===== src/rtl/blink_pkg.sv =====
package blink_pkg;
  typedef enum logic [1:0] {
    DUTY_OFF = 2'b00,
    DUTY_Q1  = 2'b01,
    DUTY_Q2  = 2'b10,
    DUTY_Q3  = 2'b11
  } duty_e;

  typedef struct packed {
    logic  long_sel;
    duty_e duty;
  } blink_ctrl_t;
endpackage


===== src/rtl/blink_frame_ctr.sv =====
module blink_frame_ctr #(
  parameter int SHORT_FRAMES = 32,
  parameter int LONG_FRAMES  = 64,
  localparam int CNT_W = $clog2(LONG_FRAMES)
) (
  input  logic             clk_i,
  input  logic             rst_ni,
  input  logic             vsync_i,
  input  logic             long_sel_i,
  output logic [CNT_W-1:0] cnt_o,
  output logic [CNT_W:0]   len_o
);
  logic [CNT_W-1:0] cnt_q;
  logic             long_q;
  logic [CNT_W:0]   len;
  logic             last;

  assign len   = long_q ? (CNT_W+1)'(LONG_FRAMES) : (CNT_W+1)'(SHORT_FRAMES);
  assign last  = ({1'b0, cnt_q} == len - 1'b1);
  assign cnt_o = cnt_q;
  assign len_o = len;

  always_ff @(posedge clk_i or negedge rst_ni) begin
    if (!rst_ni) begin
      cnt_q  <= '0;
      long_q <= 1'b0;
    end else if (vsync_i) begin
      if (last) begin
        cnt_q  <= '0;
        long_q <= long_sel_i;  // period adopted only at wrap
      end else begin
        cnt_q <= cnt_q + 1'b1;
      end
    end
  end

  p_cnt_in_range_r3: assert property (@(posedge clk_i) disable iff (!rst_ni)
    {1'b0, cnt_q} < len);
  p_wrap_to_zero_r3: assert property (@(posedge clk_i) disable iff (!rst_ni)
    (vsync_i && last) |=> (cnt_q == '0));
  p_hold_no_strobe_r3: assert property (@(posedge clk_i) disable iff (!rst_ni)
    !vsync_i |=> $stable(cnt_q));
  p_period_only_at_wrap_r4: assert property (@(posedge clk_i) disable iff (!rst_ni)
    !(vsync_i && last) |=> $stable(long_q));
endmodule


===== src/rtl/blink_phase.sv =====
module blink_phase
  import blink_pkg::*;
#(
  parameter int CNT_W = 6
) (
  input  logic             clk_i,
  input  logic             rst_ni,
  input  logic [CNT_W-1:0] cnt_i,
  input  logic [CNT_W:0]   len_i,
  input  duty_e            duty_i,
  output logic             off_phase_o
);
  logic [CNT_W+1:0] quarter;
  logic [CNT_W+1:0] on_len;

  assign quarter = {1'b0, len_i >> 2};
  assign on_len  = quarter * {{CNT_W{1'b0}}, duty_i};
  assign off_phase_o = (duty_i != DUTY_OFF) && ({2'b00, cnt_i} >= on_len);

  p_duty_off_never_r5: assert property (@(posedge clk_i) disable iff (!rst_ni)
    (duty_i == DUTY_OFF) |-> !off_phase_o);
  p_start_is_on_r6: assert property (@(posedge clk_i) disable iff (!rst_ni)
    (cnt_i == '0) |-> !off_phase_o);
endmodule


===== src/rtl/blink_gate.sv =====
module blink_gate
  import blink_pkg::*;
#(
  parameter int SHORT_FRAMES = 32,
  parameter int LONG_FRAMES  = 64,
  localparam int CNT_W = $clog2(LONG_FRAMES)
) (
  input  logic       clk_i,
  input  logic       rst_ni,
  input  logic       vsync_i,
  input  logic [2:0] blink_ctrl_i,
  input  logic       cell_blink_i,
  input  logic       fg_pix_i,
  output logic       fg_pix_o
);
  blink_ctrl_t      ctrl;
  logic [CNT_W-1:0] cnt;
  logic [CNT_W:0]   len;
  logic             off_phase;

  assign ctrl = blink_ctrl_t'(blink_ctrl_i);

  blink_frame_ctr #(
    .SHORT_FRAMES(SHORT_FRAMES),
    .LONG_FRAMES (LONG_FRAMES)
  ) u_ctr (
    .clk_i     (clk_i),
    .rst_ni    (rst_ni),
    .vsync_i   (vsync_i),
    .long_sel_i(ctrl.long_sel),
    .cnt_o     (cnt),
    .len_o     (len)
  );

  blink_phase #(.CNT_W(CNT_W)) u_phase (
    .clk_i      (clk_i),
    .rst_ni     (rst_ni),
    .cnt_i      (cnt),
    .len_i      (len),
    .duty_i     (ctrl.duty),
    .off_phase_o(off_phase)
  );

  assign fg_pix_o = fg_pix_i & ~(cell_blink_i & off_phase);

  p_plain_cell_passes_r2: assert property (@(posedge clk_i) disable iff (!rst_ni)
    !cell_blink_i |-> (fg_pix_o == fg_pix_i));
  p_duty_off_passes_r5: assert property (@(posedge clk_i) disable iff (!rst_ni)
    (blink_ctrl_i[1:0] == 2'b00) |-> (fg_pix_o == fg_pix_i));
  p_never_adds_dots_r6: assert property (@(posedge clk_i) disable iff (!rst_ni)
    !fg_pix_i |-> !fg_pix_o);
endmodule


===== config.mk =====
export PLATFORM = sky130hd
export DESIGN_NAME = blink_gate
export DESIGN_NICKNAME = d
export VERILOG_FILES = /design/src/rtl/blink_pkg.sv /design/src/rtl/blink_frame_ctr.sv /design/src/rtl/blink_phase.sv /design/src/rtl/blink_gate.sv
export SDC_FILE = /design/constraint.sdc
export NUM_CORES = 1
export LEC_CHECK = 0
export ABC_CLOCK_PERIOD_IN_PS = 2700
export BUFFER_PORTS_ARGS = -buffer_cell sky130_fd_sc_hd__buf_4
export CAP_MARGIN = 20
export CORE_MARGIN = 5
export CORE_UTILIZATION = 35
export CTS_CLUSTER_DIAMETER = 100
export DETAILED_ROUTE_END_ITERATION = 8
export HOLD_SLACK_MARGIN = 0.08
export PLACE_DENSITY = 0.61
export SETUP_SLACK_MARGIN = 0.4
export SYNTH_ARGS = -nofsm -noshare
export SYNTH_HDL_FRONTEND = slang
export SYNTH_HIERARCHICAL = 1
export SYNTH_SLANG_ARGS = --single-unit

===== constraint.sdc =====
create_clock -name clk_i -period 2.7 [get_ports clk_i]
set_input_delay 0.135 -clock clk_i [delete_from_list [all_inputs] [get_ports clk_i]]
set_output_delay 0.135 -clock clk_i [all_outputs]
set_load 0.01 [all_outputs]

==> flow_results.xml <==
<?xml version="1.0" encoding="UTF-8"?>
<metrics>
  <group name="layout">
    <metric name="antennaDiodeCount" unit="">0</metric>
    <metric name="mostFrequentLayoutCells" unit="">sky130_fd_sc_hd__buf_4, sky130_fd_sc_hd__ha_1, sky130_fd_sc_hd__dfrtp_1, sky130_fd_sc_hd__and2_1</metric>
    <metric name="syn2layout_area_growth" unit="%">24.2</metric>
    <metric name="core_occupancy_in_the_finished_layout" unit="%">46.1</metric>
    <metric name="final-seq-area" unit="um^2">175</metric>
    <metric name="final.fill_count" unit="">199</metric>
    <metric name="drive_gt1_share" unit="%">32.6</metric>
    <metric name="layout.cells.most_common" unit="">sky130_fd_sc_hd__buf_4</metric>
    <metric name="final_net_count" unit="">116</metric>
    <metric name="multiInputGateArea" unit="um^2">573</metric>
  </group>
  <group name="worst_setup_path">
    <metric name="rr_endpoint" unit="">u_ctr/long_q</metric>
    <metric name="r2r-start" unit="">u_ctr/long_q</metric>
    <metric name="path_class" unit="">reg2out</metric>
    <metric name="worst_ep_required_time" unit="ns">2.57</metric>
    <metric name="worst_setup_path_start_kind" unit="">flip-flop</metric>
    <metric name="worst_r2r_path_depth" unit="">4</metric>
    <metric name="critical_path.max_fanout" unit="">3</metric>
    <metric name="setup.worst_path.end_class" unit="">output port</metric>
    <metric name="arrival" unit="ns">2.18</metric>
    <metric name="worst-r2r-setup-slack" unit="ns">1.12</metric>
    <metric name="critical_path.startpoint" unit="">u_ctr/long_q</metric>
  </group>
  <group name="global_routing">
    <metric name="grt_util_all_layers" unit="%">9.76</metric>
    <metric name="maximum_number_of_pins_on_one_net_before_global_route_repair" unit="">8</metric>
    <metric name="number_of_antenna_violations_at_the_first_check_in_global_routing" unit="">0</metric>
    <metric name="grt_pass1_wl" unit="mm">2.44</metric>
    <metric name="grt_pass1_vias" unit="">557</metric>
    <metric name="grt_remaining_overflow" unit="">0</metric>
  </group>
  <group name="floorplan">
    <metric name="start_util" unit="%">37.1</metric>
    <metric name="die_area" unit="um^2">3140</metric>
    <metric name="die_extent_in_y" unit="um">56.1</metric>
    <metric name="core_area" unit="um^2">2000</metric>
    <metric name="row_count" unit="">16</metric>
    <metric name="die_w" unit="um">56.1</metric>
    <metric name="num_io_pins" unit="">9</metric>
  </group>
  <group name="detailed_routing">
    <metric name="route.detailed.wl_per_inst" unit="um">11.5</metric>
    <metric name="drc" unit="">0</metric>
    <metric name="first_iter_violations" unit="">4</metric>
    <metric name="routed_wirelength" unit="mm">1.40</metric>
    <metric name="wl_met3" unit="um">63</metric>
    <metric name="wirelength_met1" unit="um">646</metric>
    <metric name="number_of_antenna_violating_nets_in_the_routed_design" unit="">0</metric>
    <metric name="route.top_layer_used" unit="">met4</metric>
    <metric name="routed_via_density" unit="">4.86</metric>
    <metric name="detailedRoute.firstPassIterationCount" unit="">4</metric>
    <metric name="dr_wl_met2" unit="um">677</metric>
    <metric name="detailroute.via_count" unit="">593</metric>
  </group>
  <group name="power_and_ir_drop">
    <metric name="power.density_cell_area" unit="nW/um^2">792</metric>
    <metric name="static-leakage-power" unit="nW">0.441</metric>
    <metric name="peakVddDrop" unit="V">0.000406</metric>
  </group>
  <group name="min_path">
    <metric name="worstHoldPathCells" unit="">2</metric>
    <metric name="class_of_the_tightest_hold_or_removal_check" unit="">in2reg</metric>
    <metric name="holdCritStartpoint" unit="">blink_ctrl_i[2]</metric>
    <metric name="hold_path_end" unit="">u_ctr/long_q</metric>
  </group>
  <group name="clock_tree">
    <metric name="cts-root-buf" unit="">sky130_fd_sc_hd__clkbuf_4</metric>
    <metric name="max-clock-path-buffers" unit="">2</metric>
    <metric name="cts.sinks" unit="">7</metric>
    <metric name="htree_num_levels" unit="">1</metric>
    <metric name="path_clk_slew" unit="ns">0.05</metric>
    <metric name="cts_tree" unit="">yes</metric>
    <metric name="cts_made_buffers" unit="">3</metric>
    <metric name="insertion_delay" unit="ns">0.25</metric>
  </group>
  <group name="place">
    <metric name="hpwl" unit="mm">1.07</metric>
    <metric name="port-buffer-count" unit="">8</metric>
    <metric name="place_congestion" unit="">0.736</metric>
  </group>
  <group name="logic_synthesis">
    <metric name="synth_area_per_cell" unit="um^2">9.18</metric>
    <metric name="syn-instance-count" unit="">81</metric>
    <metric name="synth.yosys.warnings" unit="">6</metric>
    <metric name="synth.cell_area" unit="um^2">743</metric>
  </group>
  <group name="timing">
    <metric name="achievable_freq" unit="MHz">432</metric>
    <metric name="period_minus_slack" unit="ns">2.31</metric>
    <metric name="timing_max_transition_violations_final" unit="">0</metric>
    <metric name="setup-tns-final" unit="ns">0</metric>
    <metric name="final_hold_viol_count" unit="">0</metric>
    <metric name="period_share" unit="%">85.7</metric>
    <metric name="finalClockSkew" unit="ns">0.00344</metric>
    <metric name="rsz0062_at_grt" unit="">yes</metric>
    <metric name="timing.hold.ws" unit="ns">0.104</metric>
    <metric name="finalSetupViolations" unit="">0</metric>
  </group>
  <group name="job">
    <metric name="drv.max_cap_violation_count" unit="">0</metric>
  </group>
  <group name="outcome">
    <metric name="outcome" unit="">finished, final reports clean</metric>
  </group>
</metrics>
-- sequential cells by signal, summed over array words and instances (netlist names) --
register,flops
u_ctr/long_q,1
u_ctr/cnt_o,6
-- critical path: stages (launching register included) --
cell	delay (ns)
sky130_fd_sc_hd__dfrtp_1	0.39
sky130_fd_sc_hd__inv_2	0.05
sky130_fd_sc_hd__and2_4	0.14
sky130_fd_sc_hd__ha_4	0.24
sky130_fd_sc_hd__a211o_2	0.27
sky130_fd_sc_hd__nand2_2	0.08
sky130_fd_sc_hd__ha_4	0.20
sky130_fd_sc_hd__a211oi_2	0.24
sky130_fd_sc_hd__a21oi_2	0.09
sky130_fd_sc_hd__a21boi_2	0.11
sky130_fd_sc_hd__buf_4	0.12
-- power breakdown --
group          switching, mW  leakage (nW)  internal (mW)
clock                 0.0371        0.0150         0.0563
sequential            0.0605        0.0877          0.149
combinational          0.206         0.338          0.223
-- per-layer routing --
| layer | global-route usage, % | vias to the layer above |
|---|---|---|
| li1 | - | 311 |
| met1 | 12.1 | 268 |
| met2 | 15.7 | 12 |
| met3 | 2.78 | 2 |
| met4 | 4.07 | 0 |
| met5 | 0 | - |
-- per-stage QoR --
| stage | std cells | instance area, um^2 | power (mW) | setup slack, ns |
|---|---|---|---|---|
| finish | 122 | 923 | 0.732 | 0.387 |
| global placement | 115 | 822 | 0.550 | 0.475 |
| CTS | 121 | 910 | 0.723 | 0.348 |
| detailed placement | 115 | 822 | 0.557 | 0.434 |
| global route | 122 | 923 | 0.806 | 0.301 |
| floorplan | 83 | 751 | 0.483 | 0.513 |
-- how the worst max path moves through the flow --
| stage | end | slack [ns] | depth (start not counted) |
|---|---|---|---|
| 6_report | fg_pix_o | 0.39 | 10 |
| 5_1_grt | fg_pix_o | 0.30 | 12 |
| 4_1_cts | fg_pix_o | 0.35 | 10 |
| 3_5_place_dp | fg_pix_o | 0.43 | 10 |
| 3_3_place_gp | fg_pix_o | 0.48 | 10 |
| 2_1_floorplan | fg_pix_o | 0.51 | 9 |
-- repair_timing --
| item | CTS | global route |
|---|---|---|
| pin swaps | 6 | 8 |
| setup buffers | 1 | 1 |
| hold endpoints to repair | 7 | 0 |
| setup endpoints to repair | 1 | 1 |
| gates resized for setup | 7 | 3 |
| hold buffers | 1 | 0 |
-- cell type report --
class | instances | area share (%)
multi-input cells | 66 | 62.1
flip-flops and latches | 7 | 19.0
repair buffers | 12 | 10.0
well taps | 27 | 3.66
clock buffers | 4 | 2.85
inverters | 6 | 2.44
No activity file was read; power rests on OpenSTA's default activity.
